### config.mk
export PLATFORM = sky130hd
export DESIGN_NAME = fdiv_unit
export DESIGN_NICKNAME = d
export VERILOG_FILES = /design/src/rtl/fdiv_pkg.sv /design/src/rtl/fdiv_special.sv /design/src/rtl/fdiv_mant_core.sv /design/src/rtl/fdiv_unit.sv
export SDC_FILE = /design/constraint.sdc
export NUM_CORES = 1
export LEC_CHECK = 0
export BUFFER_PORTS_ARGS = -buffer_cell sky130_fd_sc_hd__buf_2
export CORE_MARGIN = 10
export CORE_UTILIZATION = 55
export DETAILED_ROUTE_END_ITERATION = 6
export PLACE_DENSITY = 0.84
export SLEW_MARGIN = 20
export SYNTH_ARGS = -nofsm -noshare
export SYNTH_HDL_FRONTEND = slang
export SYNTH_SLANG_ARGS = --single-unit
### constraint.sdc
create_clock -name clk -period 3.32 [get_ports clk]
set_input_delay 0.996 -clock clk [delete_from_list [all_inputs] [get_ports clk]]
set_output_delay 0.996 -clock clk [all_outputs]
set_load 0.005 [all_outputs]
### src/rtl/fdiv_pkg.sv
// Shared definitions for the floating-point divider.
// Assumes the class code is carried on 3-bit ports.
package fdiv_pkg;
    typedef enum logic [2:0] {
        FC_ZERO = 3'd0,
        FC_NUM  = 3'd1,
        FC_INF  = 3'd2,
        FC_QNAN = 3'd3,
        FC_SNAN = 3'd4
    } fclass_e;
endpackage

### src/rtl/fdiv_special.sv
// Special-operand resolver (combinational).
// Takes the operand classes and signs and decides whether the quotient
// follows without iteration, and if so what it is. Checks run in this
// order: NaN, then dividend inf/zero, then divisor inf, then divisor zero.
// Assumes the mantissas are normalized whenever the class is finite.
module fdiv_special
    import fdiv_pkg::*;
#(
    parameter int FRAC_W = 7,
    localparam int MW = FRAC_W + 3
) (
    input  logic [2:0]        x_cls,
    input  logic              x_sign,
    input  logic [FRAC_W:0]   x_mant,
    input  logic [2:0]        y_cls,
    input  logic              y_sign,
    input  logic [FRAC_W:0]   y_mant,
    output logic              is_special,
    output logic [2:0]        r_cls,
    output logic              r_sign,
    output logic [MW-1:0]     r_mant,
    output logic              r_inv,
    output logic              r_dz
);
    logic x_nan, y_nan, x_snan, y_snan, pick_x;

    assign x_nan  = (x_cls == FC_QNAN) || (x_cls == FC_SNAN);
    assign y_nan  = (y_cls == FC_QNAN) || (y_cls == FC_SNAN);
    assign x_snan = (x_cls == FC_SNAN);
    assign y_snan = (y_cls == FC_SNAN);
    // The dividend is chosen only when it alone is NaN, or alone signalling.
    assign pick_x = x_nan && (!y_nan || (x_snan && !y_snan));

    // Apply the special-case priority chain.
    always_comb begin
        is_special = 1'b1;
        r_cls      = FC_ZERO;
        r_sign     = x_sign ^ y_sign;
        r_mant     = '0;
        r_inv      = 1'b0;
        r_dz       = 1'b0;
        if (x_nan || y_nan) begin
            r_cls  = pick_x ? x_cls  : y_cls;
            r_sign = pick_x ? x_sign : y_sign;
            r_mant = pick_x ? {x_mant, 2'b00} : {y_mant, 2'b00};
        end else if ((x_cls == FC_INF) || (x_cls == FC_ZERO)) begin
            if (x_cls == y_cls) begin
                r_cls  = FC_QNAN;
                r_sign = 1'b0;
                r_mant = {2'b11, {(MW-2){1'b0}}};
                r_inv  = 1'b1;
            end else begin
                r_cls = x_cls;
            end
        end else if (y_cls == FC_INF) begin
            r_cls = FC_ZERO;
        end else if (y_cls == FC_ZERO) begin
            r_cls = FC_INF;
            r_dz  = 1'b1;
        end else begin
            is_special = 1'b0;
            r_cls      = FC_NUM;
        end
    end
endmodule

### src/rtl/fdiv_mant_core.sv
// Restoring mantissa divider, one quotient bit per clock.
// On load it makes the trial subtraction X-Y. If that is non-negative the
// remainder becomes X-Y, otherwise it becomes 2X-Y. Either way the quotient
// MSB is 1 and lead_ge records which exponent applies. MW-1 iterations then
// produce the remaining bits, and fin pulses once the last one is stored.
// Assumes both mantissas lie in [1,2) with the integer bit at MSB, and that
// load is raised only while busy is low.
module fdiv_mant_core #(
    parameter int MW = 10,
    localparam int RW = MW + 1,
    localparam int CW = $clog2(MW) + 1
) (
    input  logic          clk,
    input  logic          rst_n,
    input  logic          load,
    input  logic [MW-1:0] x_mant,
    input  logic [MW-1:0] y_mant,
    output logic          busy,
    output logic          fin,
    output logic          lead_ge,
    output logic [MW-1:0] quo,
    output logic          sticky
);
    logic [RW-1:0] rem_r;
    logic [MW-1:0] div_r;
    logic [MW-1:0] q_r;
    logic [CW-1:0] cnt_r;
    logic [RW:0]   d_first;
    logic [RW-1:0] seed_rem;
    logic          first_ge;
    logic [RW-1:0] sh_rem;
    logic [RW:0]   d_iter;
    logic          take;

    // First trial subtraction chooses the remainder seed.
    always_comb begin
        d_first  = {2'b00, x_mant} - {2'b00, y_mant};
        first_ge = ~d_first[RW];
        seed_rem = first_ge ? d_first[RW-1:0] : ({x_mant, 1'b0} - {1'b0, y_mant});
    end

    // Shift and trial-subtract for one iteration.
    always_comb begin
        sh_rem = {rem_r[RW-2:0], 1'b0};
        d_iter = {1'b0, sh_rem} - {2'b00, div_r};
        take   = ~d_iter[RW];
    end

    // Sequence the loop and keep the partial quotient.
    always_ff @(posedge clk) begin
        if (!rst_n) begin
            rem_r   <= '0;
            div_r   <= '0;
            q_r     <= '0;
            cnt_r   <= '0;
            busy    <= 1'b0;
            fin     <= 1'b0;
            lead_ge <= 1'b0;
        end else begin
            fin <= 1'b0;
            if (load) begin
                rem_r   <= seed_rem;
                div_r   <= y_mant;
                q_r     <= {1'b1, {(MW-1){1'b0}}};
                cnt_r   <= CW'(MW - 1);
                busy    <= 1'b1;
                lead_ge <= first_ge;
            end else if (busy) begin
                rem_r <= take ? d_iter[RW-1:0] : sh_rem;
                q_r[CW'(cnt_r - 1'b1)] <= take;
                cnt_r <= cnt_r - 1'b1;
                if (cnt_r == CW'(1)) begin
                    busy <= 1'b0;
                    fin  <= 1'b1;
                end
            end
        end
    end

    assign quo    = q_r;
    assign sticky = |rem_r;

    // the remainder stays below the divisor, so the shift cannot overflow.
    a_r1_rem_below_div: assert property (@(posedge clk) disable iff (!rst_n)
        busy |-> (rem_r < {1'b0, div_r}));
    // the controller never reloads an operation that is in flight.
    a_r10_no_reload: assert property (@(posedge clk) disable iff (!rst_n)
        load |-> !busy);
endmodule

### src/rtl/fdiv_unit.sv
// Floating-point divider on unpacked operands (top).
// A special operand pair is resolved in the accepting cycle. A finite pair
// starts the mantissa core, and the result is captured when it finishes.
// The exponent difference is held from the start and corrected by one when
// the dividend mantissa is the smaller.
// Assumes finite operands carry normalized mantissas. Rounding and exponent
// range handling are done downstream.
module fdiv_unit
    import fdiv_pkg::*;
#(
    parameter int FRAC_W = 7,
    parameter int EXP_W  = 8,
    localparam int MW  = FRAC_W + 3,
    localparam int OEW = EXP_W + 1
) (
    input  logic              clk,
    input  logic              rst_n,
    input  logic              start,
    input  logic [2:0]        a_cls,
    input  logic              a_sign,
    input  logic [EXP_W-1:0]  a_exp,
    input  logic [FRAC_W:0]   a_mant,
    input  logic [2:0]        b_cls,
    input  logic              b_sign,
    input  logic [EXP_W-1:0]  b_exp,
    input  logic [FRAC_W:0]   b_mant,
    output logic              busy,
    output logic              done,
    output logic [2:0]        q_cls,
    output logic              q_sign,
    output logic [OEW-1:0]    q_exp,
    output logic [MW-1:0]     q_mant,
    output logic              q_sticky,
    output logic              flg_invalid,
    output logic              flg_divzero
);
    logic          sp_hit, sp_sign, sp_inv, sp_dz;
    logic [2:0]    sp_cls;
    logic [MW-1:0] sp_mant;
    logic          core_busy, core_fin, core_ge, core_sticky;
    logic [MW-1:0] core_quo;
    logic          accept, load;
    logic          sign_r;
    logic [OEW-1:0] ediff_r;

    fdiv_special #(.FRAC_W(FRAC_W)) u_special (
        .x_cls(a_cls), .x_sign(a_sign), .x_mant(a_mant),
        .y_cls(b_cls), .y_sign(b_sign), .y_mant(b_mant),
        .is_special(sp_hit), .r_cls(sp_cls), .r_sign(sp_sign),
        .r_mant(sp_mant), .r_inv(sp_inv), .r_dz(sp_dz)
    );

    fdiv_mant_core #(.MW(MW)) u_core (
        .clk(clk), .rst_n(rst_n), .load(load),
        .x_mant({a_mant, 2'b00}), .y_mant({b_mant, 2'b00}),
        .busy(core_busy), .fin(core_fin), .lead_ge(core_ge),
        .quo(core_quo), .sticky(core_sticky)
    );

    assign busy   = core_busy | core_fin;
    assign accept = start & ~busy;
    assign load   = accept & ~sp_hit;

    // Capture the operation context, then publish results on completion.
    always_ff @(posedge clk) begin
        if (!rst_n) begin
            done        <= 1'b0;
            q_cls       <= '0;
            q_sign      <= 1'b0;
            q_exp       <= '0;
            q_mant      <= '0;
            q_sticky    <= 1'b0;
            flg_invalid <= 1'b0;
            flg_divzero <= 1'b0;
            sign_r      <= 1'b0;
            ediff_r     <= '0;
        end else begin
            done <= 1'b0;
            if (accept && sp_hit) begin
                done        <= 1'b1;
                q_cls       <= sp_cls;
                q_sign      <= sp_sign;
                q_exp       <= '0;
                q_mant      <= sp_mant;
                q_sticky    <= 1'b0;
                flg_invalid <= sp_inv;
                flg_divzero <= sp_dz;
            end else if (load) begin
                sign_r  <= a_sign ^ b_sign;
                ediff_r <= OEW'($signed(a_exp)) - OEW'($signed(b_exp));
            end else if (core_fin) begin
                done        <= 1'b1;
                q_cls       <= FC_NUM;
                q_sign      <= sign_r;
                q_exp       <= ediff_r - OEW'(!core_ge);
                q_mant      <= core_quo;
                q_sticky    <= core_sticky;
                flg_invalid <= 1'b0;
                flg_divzero <= 1'b0;
            end
        end
    end

    // a result is never published while an operation is still running.
    a_r9_busy_done_excl: assert property (@(posedge clk) disable iff (!rst_n)
        !(busy && done));
    // a finite quotient always leaves with its integer bit set.
    a_r1_norm_lead: assert property (@(posedge clk) disable iff (!rst_n)
        (done && q_cls == FC_NUM) |-> q_mant[MW-1]);
    // the invalid flag only accompanies a quiet NaN.
    a_r6_inv_is_nan: assert property (@(posedge clk) disable iff (!rst_n)
        (done && flg_invalid) |-> (q_cls == FC_QNAN));
    // divide-by-zero only accompanies infinity, never with invalid.
    a_r8_dz_is_inf: assert property (@(posedge clk) disable iff (!rst_n)
        (done && flg_divzero) |-> (q_cls == FC_INF && !flg_invalid));
    // results do not move while a divide is in flight.
    a_r11_hold: assert property (@(posedge clk) disable iff (!rst_n)
        (busy && $past(busy)) |-> ($stable(q_mant) && $stable(q_cls)));
endmodule

==> results of run 1 <==
[cell usage after synthesis, types with 16 or more instances]
library cell,instances
ha_1,38
a21oi_1,38
nand3_1,20
nor2_1,70
clkbuf_1,16
dfxtp_1,72
mux2i_1,22
inv_1,39
nor3_1,18
nand2_1,46
a211oi_1,19
o21ai_0,35
[power by group]
group / total (mW) / leakage [nW] / internal [mW] / switching (mW)
Clock: 0.641 / 0.0878 / 0.309 / 0.332
Sequential: 0.967 / 0.586 / 0.916 / 0.0509
Combinational: 0.845 / 1.81 / 0.356 / 0.489
Total: 2.45 / 2.48 / 1.58 / 0.872
[layout make-up]
cell class / count / area (um2)
fill: 727 / 3170
tap: 108 / 135
clock inverter: 4 / 28.8
inverter: 40 / 150
timing repair buffer: 79 / 418
multi-input combinational: 469 / 3180
sequential: 72 / 1440
clock buffer: 11 / 151
[state kept, by name, indices dropped and copies added, names as in the netlist]
register and cells:
u_core.cnt_r 5, u_core.fin 1, ediff_r 9, u_core.div_r 8, q_cls 3, q_exp 9
done 1, q_sign 1, flg_divzero 1, u_core.lead_ge 1, flg_invalid 1, u_core.rem_r 9
u_core.busy 1, sign_r 1, q_sticky 1, u_core.quo 10, q_mant 10
[metal layers]
metal  up-vias  share of wire, %  global-route usage (%)
met5         -                 0                       0
met4         0               2.4                    6.68
met3        30               5.6                    4.45
met2       147                46                    30.7
met1      2133                46                    23.7
li1       2294                 -                       -
[metrics by stage]
| stage | setup slack (ps) | hold WS, ps |
|---|---|---|
| 2_1_floorplan | 424 | 436 |
| 3_3_place_gp | 319 | 447 |
| 3_5_place_dp | 225 | 449 |
| 4_1_cts | 576 | 459 |
| 5_1_grt | 391 | 488 |
| 6_report | 534 | 464 |
[worst max-delay path: cells and delay by family]
family	cells	cell delay (ps)
adder cells (fa/ha/maj)	2	640
AND/OR/NAND/NOR	4	790
buffers and inverters	2	170
AO/OA/AOI/OAI	2	450
[cells by family after synthesis]
kind of cell | count (synthesis)
simple gates | 210
compound gates | 168
flops | 72
buf+inv | 68
fa+ha+maj | 42
xor+xnor | 25
mux | 24
[worst max path at each step]
stage,slack (ps),from,end,cells past startpoint
2_1_floorplan,420,a_mant[0],u_core.rem_r[6],8
3_3_place_gp,320,a_mant[0],u_core.rem_r[7],10
3_5_place_dp,220,a_mant[0],u_core.rem_r[7],10
4_1_cts,580,a_mant[0],u_core.rem_r[5],10
5_1_grt,390,a_mant[0],u_core.rem_r[5],10
6_report,530,a_mant[0],u_core.rem_r[5],10
==> run metrics, run 1 <==
outcome finished clean; ant diodes 0; CTS tree done; Synth Flop Type dfxtp_1; I/O Pins 71; WL/cell 16.1 um; Row Count 34; grt ovf 0; # nets final 756; post-cts sizing count 0; Sum Neg Setup Slack 0 ps; Arr. time, crit path 3040 ps; Tmin final 2790 ps; crit share post-route 83.9%; htree depth 3; most common cell after layout, fill and taps aside dfxtp_1; share of layout cells above drive strength 1 16.1%; Setup Skew 13.4 ps; DP Wirelength 9830 um; first-pass GRT wire length 20500 um; CTS Root Buffer Type clkbuf_8; post-synth cell types 62; total track usage 18.9%; die area 13100 um2; DRT iter0 DRCs 330; register bit total from synthesis 72; Synth Area in Adders 11.3%; Synthesis Warnings 0; Clock Latency Late Sink 350 ps; antenna viol nets, final 0; R2R depth 8; drc violations 0; clock sink count 72; PortBufs 70; die height 114 um; r2r setup slk 890 ps; Max transition margin 56.5%; CTS buffer count 9; Power Density 445 nW/um2; EDFF count, synth 0; Post-Syn Area 4900 um2; CP startpoint kind input pin; sequential-to-total area share from yosys stat 29.4%; Max-Cap Viols 0; final number of max-transition violations 0; Crit Path Category in -> reg; Initial Util 56.5%; CP max stage cell fa_1; Via density 5.88; total power 2.45 mW; Synth area leader dfxtp_1; Finished Layout Cells 783; top post-synthesis cells by area dfxtp_1 29%, ha_1 9.7%, nor2_1 5.4%; drt total wl 12600 um; Final Cell Area 5510 um2; compound-gate portion of the synthesized area 23.3%; Synth Net Count 694; post-synth top area share 29.4%; largest family of logic cells by synthesized area compound AO/OA/AOI/OAI gates; Post-synth ARST share 0%; mean area per synthesized cell 8.05 um2; hold buffer count at CTS 0; hold endpoint u_core.div_r[4]; Reg-to-Reg End u_core.quo[8]; Setup Viol. Count Final 0; most frequent cells in the layout 72 x dfxtp_1, 70 x nor2_1, 70 x buf_2; FMAX 359 MHz; Max FO, Critical Path 8; area grow syn2layout 12.4%; routed via count 4604; Hold Path Stages 2; RSZ-0062 raised after global routing no; Hold Violations, Final 0; max incr delay on CP 400 ps; vias in the first global route 4382; maximum VDD drop 0.247 mV; cells after synthesis 609; Pleak 2.48 nW; worst r2r src u_core.cnt_r[0]; final core utilization 63.5%; core area 8680 um2; initial antenna violation count 0; clock-pin slew on the worst setup and hold paths 70 ps; crit-path cells buf_2 -> inv_1 -> ha_1 -> fa_1 -> nand2b_1 -> a21o_1 -> a21o_1 -> nor3_1 -> nor3_1 -> nor4b_2; Synth Area in Simple Gates 20.9%; post-placement cell count 768; XOR/XNOR share of the synthesized area 4.47%; largest net degree at the start of global routing 32; Tightest Pin Transition 649 ps; DRT Pass-1 Iters 5; Final GP Congestion 0.900; WP data required 3580 ps; worst hold path class reg -> reg; hold path startpoint u_core.div_r[4]; crit end category register; mux cell area share after synthesis 4.95%; Die Wd 114 um; placement-stage cell area 5330 um2; CTS Buffer Depth 2; Post CTS Setup Buffer Count 0
Note: power is estimated with default switching activity, not from simulation.
==> run 2: changes to the inputs <==
clock period = 2.8 ns   (was 3.32 ns; I/O delays follow)
==> run metrics, run 2 (synthesized netlist as in run 1, its figures left out) <==
initial antenna violation count 0 (unchanged); r2r setup slk 320 ps (was 890 ps); WP data required 3060 ps (was 3580 ps); vias in the first global route 4466 (was 4382); Clock Latency Late Sink 350 ps (about the same); share of layout cells above drive strength 1 17.6% (was 16.1%); Fillers 745 (was 727); M3 GR Usage 4.40% (was 4.45%); Row Count 34 (unchanged); Pleak 2.56 nW (was 2.48 nW); most frequent cells in the layout 72 x dfxtp_1, 70 x nor2_1, 70 x buf_2 (unchanged); final core utilization 65.0% (was 63.5%); total track usage 19.3% (was 18.9%); first-pass GRT wire length 21200 um (was 20500 um); I/O Pins 71 (unchanged); Crit Path Category in -> reg (unchanged); post-cts sizing count 0 (unchanged); crit share post-route 91.2%; Die Wd 114 um (unchanged); drt total wl 12700 um (was 12600 um); WL/cell 16.0 um (was 16.1 um); Tightest Pin Transition 533 ps (was 649 ps); htree depth 3 (unchanged); Max-Cap Viols 0 (unchanged); worst hold path class reg -> reg (unchanged); DRT iter0 DRCs 339 (was 330); Setup Viol. Count Final 0 (unchanged); CTS tree done (unchanged); hold buffer count at CTS 0 (unchanged); grt ovf 0 (unchanged); Final Cell Area 5640 um2 (was 5510 um2); routed via count 4652 (was 4604); final number of max-transition violations 0 (unchanged); met2 Usage GRT 31.7% (was 30.7%); die height 114 um (unchanged); Finished Layout Cells 795 (was 783); CTS buffer count 9 (unchanged); die area 13100 um2 (unchanged); drc violations 0 (unchanged); antenna viol nets, final 0 (unchanged); Post CTS Setup Buffer Count 0 (unchanged); CTS Buffer Depth 2 (unchanged); Max FO, Critical Path 6 (was 8); most common cell after layout, fill and taps aside dfxtp_1 (unchanged); clock-pin slew on the worst setup and hold paths 80 ps (was 70 ps); Hold Violations, Final 0 (unchanged); crit end category register (unchanged); FMAX 392 MHz; hold slack final 462 ps (was 464 ps); largest net degree at the start of global routing 32 (unchanged); DP Wirelength 9900 um (was 9830 um); maximum VDD drop 0.324 mV (was 0.247 mV); post-placement cell count 779 (was 768); PortBufs 70 (unchanged); # nets final 767 (was 756); Setup Skew 11.3 ps (was 13.4 ps); total power 3.11 mW (was 2.45 mW); Final GP Congestion 0.853 (was 0.900); placement-stage cell area 5410 um2 (was 5330 um2); clock sink count 72 (unchanged); outcome finished clean (unchanged); RSZ-0062 raised after global routing no (unchanged); area grow syn2layout 15.0% (was 12.4%); Power Density 551 nW/um2 (was 445 nW/um2); DRT Pass-1 Iters 5 (unchanged); met1 usage 24.4% (was 23.7%); most used routing layer in global routing met2 (unchanged); Max transition margin 64.4% (was 56.5%); Initial Util 56.5% (unchanged); CTS Root Buffer Type clkbuf_8 (unchanged); Via density 5.85 (was 5.88); CP startpoint kind input pin (unchanged); Arr. time, crit path 2810 ps (was 3040 ps); Tmin final 2550 ps; core area 8680 um2 (unchanged); ant diodes 0 (unchanged)
[run 2: cell count changes in the layout (fill, tap and decap cells not counted)]
cell        change
clkinv_2        -1
buf_4          +11
clkbuf_8        -2
inv_6           +1
clkinv_4        +2
clkinvlp_4      -1
bufinv_16       +2
[run 2: path summary, 6_finish.rpt]
path	endpoint	cells after the start	startpoint
max reg2reg	q_sign	6	u_core.busy
min	u_core.div_r[4]	2	u_core.div_r[4]
max	u_core.rem_r[5]	10	a_mant[0]
min reg2reg	u_core.div_r[4]	2	u_core.div_r[4]
[run 2: final cells by class]
type	instances	area, um2	share of cell area [%]
clock inverter	7	103	1.82
tap	108	135	2.40
inverter	40	150	2.66
timing repair buffer	90	500	8.88
clock buffer	9	124	2.20
multi-input combinational	469	3180	56.5
sequential	72	1440	25.6
[run 2: critical path, stage by stage]
cell	delay (ps)
buf_2	90
inv_1	50
ha_1	220
fa_1	390
nand2b_1	180
a21o_1	190
a21o_1	240
nor3_1	250
nor3_1	90
nor4b_2	260
[run 2: where the power goes]
| part | internal [mW] | switching, mW |
|---|---|---|
| logic | 0.435 | 0.583 |
| registers | 1.09 | 0.0643 |
| clock network | 0.511 | 0.429 |
| total | 2.03 | 1.08 |
[run 2: routing by layer]
metal	up-vias	wire (um)
met3	24	750
met5	-	0
met1	2142	5630
met4	0	291
li1	2331	-
met2	155	6020
[run 2: stage by stage]
step                      TNS [ps]  setup slack [ps]
final                            0               247
after global routing             0              84.4
after CTS                        0               273
after detailed placement      -223             -74.7
after global placement           0              15.5
after floorplan                  0              60.0
==> run 3: changes to the inputs <==
PLACE_DENSITY = not set   (was 0.84)
PLACE_DENSITY_LB_ADDON = 0.2   (was not set)
==> run metrics, run 3 (synthesized netlist as in run 1, its figures left out) <==
outcome finished clean (unchanged); Clock Latency Late Sink 360 ps (was 350 ps); area grow syn2layout 14.9% (was 15.0%); DRT Pass-1 Iters 5 (unchanged); Setup Viol. Count Final 0 (unchanged); maximum VDD drop 0.301 mV (was 0.324 mV); largest net degree at the start of global routing 32 (unchanged); Final GP Congestion 0.901 (was 0.853); # nets final 766 (was 767); CP bufs+invs 2 (unchanged); post-placement cell count 778 (was 779); final setup margin 310 ps (was 247 ps); FMAX 402 MHz (was 392 MHz); Max transition margin 60.9% (was 64.4%); Initial Util 56.5% (unchanged); CP startpoint kind input pin (unchanged); Arr. time, crit path 2760 ps (was 2810 ps); total track usage 19.9% (was 19.3%); Post-Place Setup Slack -28.9 ps (was -74.7 ps); CTS Root Buffer Type clkbuf_8 (unchanged); Tightest Pin Transition 586 ps (was 533 ps); most common cell after layout, fill and taps aside dfxtp_1 (unchanged); CTS buffer count 9 (unchanged); Crit Path Category in -> reg (unchanged); crit-path cells buf_2 -> inv_1 -> ha_1 -> fa_1 -> nand2b_1 -> a21o_1 -> a21o_1 -> nor3_1 -> nor3_1 -> nor4b_2 (unchanged); Post CTS Setup Buffer Count 0 (unchanged); core area 8680 um2 (unchanged); Pleak 2.55 nW (was 2.56 nW); drt total wl 13100 um (was 12700 um); WL/cell 16.4 um (was 16.0 um); DP Wirelength 10200 um (was 9900 um); placement-stage cell area 5400 um2 (was 5410 um2); final core utilization 64.9% (was 65.0%); hold slack final 459 ps (was 462 ps); grt ovf 0 (unchanged); CTS Buffer Depth 2 (unchanged); hold buffer count at CTS 0 (unchanged); Tmin final 2490 ps (was 2550 ps); vias in the first global route 4413 (was 4466); max incr delay on CP 400 ps (was 390 ps); final number of max-transition violations 0 (unchanged); multi-input logic area 3180 um2 (unchanged); die area 13100 um2 (unchanged); ant diodes 0 (unchanged); CP max stage cell fa_1 (unchanged); share of layout cells above drive strength 1 17.5% (was 17.6%); Max-Cap Viols 0 (unchanged); post-cts sizing count 0 (unchanged); Reg area 1440 um2 (unchanged); initial antenna violation count 0 (unchanged); Hold Violations, Final 0 (unchanged); Sum Neg Setup Slack 0 ps (unchanged); htree depth 3 (unchanged); CP delay by family, top simple AND/OR/NAND/NOR gates (unchanged); DRT iter0 DRCs 275 (was 339); Die Wd 114 um (unchanged); die height 114 um (unchanged); PortBufs 70 (unchanged); clock sink count 72 (unchanged); Final Cell Area 5630 um2 (was 5640 um2); antenna viol nets, final 0 (unchanged); CTS tree done (unchanged); RSZ-0062 raised after global routing no (unchanged); Via density 5.86 (was 5.85); routed via count 4649 (was 4652); worst hold path class reg -> reg (unchanged); crit share post-route 88.9% (was 91.2%); clock-pin slew on the worst setup and hold paths 80 ps (about the same); first-pass GRT wire length 21400 um (was 21200 um); total power 3.11 mW (about the same); Row Count 34 (unchanged); Setup Skew 14.3 ps (was 11.3 ps); crit end category register (unchanged); Max FO, Critical Path 3 (was 6); I/O Pins 71 (unchanged); Fillers 787 (was 745); Finished Layout Cells 794 (was 795); WP data required 3070 ps (was 3060 ps); drc violations 0 (unchanged); most frequent cells in the layout 72 x dfxtp_1, 70 x nor2_1, 70 x buf_2 (unchanged); Power Density 553 nW/um2 (was 551 nW/um2)
-- run 3: cell count changes in the layout (fill, tap and decap cells not counted) --
| cell | change |
|---|---|
| buf_4 | -1 |
| clkbuf_8 | +1 |
| inv_6 | -1 |
| clkinv_4 | -1 |
| clkinv_2 | +1 |
-- run 3: routing by layer --
layer	GRT usage, %	vias to the layer above	share of wire [%]
li1	-	2325	-
met1	26.1	2170	46
met2	30.9	131	45
met3	4.45	23	6.3
met4	8.02	0	2.4
met5	0	-	0
-- run 3: worst reg2reg max path, delay by kind of cell (launching register included) --
| family | cells | cell delay [ps] |
|---|---|---|
| simple gates | 1 | 240 |
| fa+ha+maj | 1 | 340 |
| compound gates | 4 | 1160 |
| buf+inv | 1 | 60 |
| flops | 1 | 340 |
| mux | 1 | 210 |
-- run 3: power breakdown --
| group | switching, mW | total, mW | internal [mW] | leakage (nW) |
|---|---|---|---|---|
| combinational | 0.589 | 1.02 | 0.435 | 1.85 |
| sequential | 0.0624 | 1.15 | 1.09 | 0.586 |
| clock | 0.413 | 0.941 | 0.529 | 0.113 |
-- run 3: final cells by class --
cell class              instances  area share, %
well taps                     108           2.40
clock buffers                  10           2.44
flip-flops and latches         72           25.6
multi-input cells             469           56.5
inverters                      40           2.67
clock inverters                 6           1.60
repair buffers                 89           8.76
-- run 3: worst paths after layout --
kind / start / to / slack [ps] / depth (start not counted)
hold / removal: u_core.div_r[5] / u_core.div_r[5] / 460 / 2
setup / recovery: a_mant[0] / u_core.rem_r[5] / 310 / 10
setup reg to reg: u_core.div_r[6] / u_core.rem_r[6] / 350 / 8
hold reg to reg: u_core.div_r[5] / u_core.div_r[5] / 460 / 2
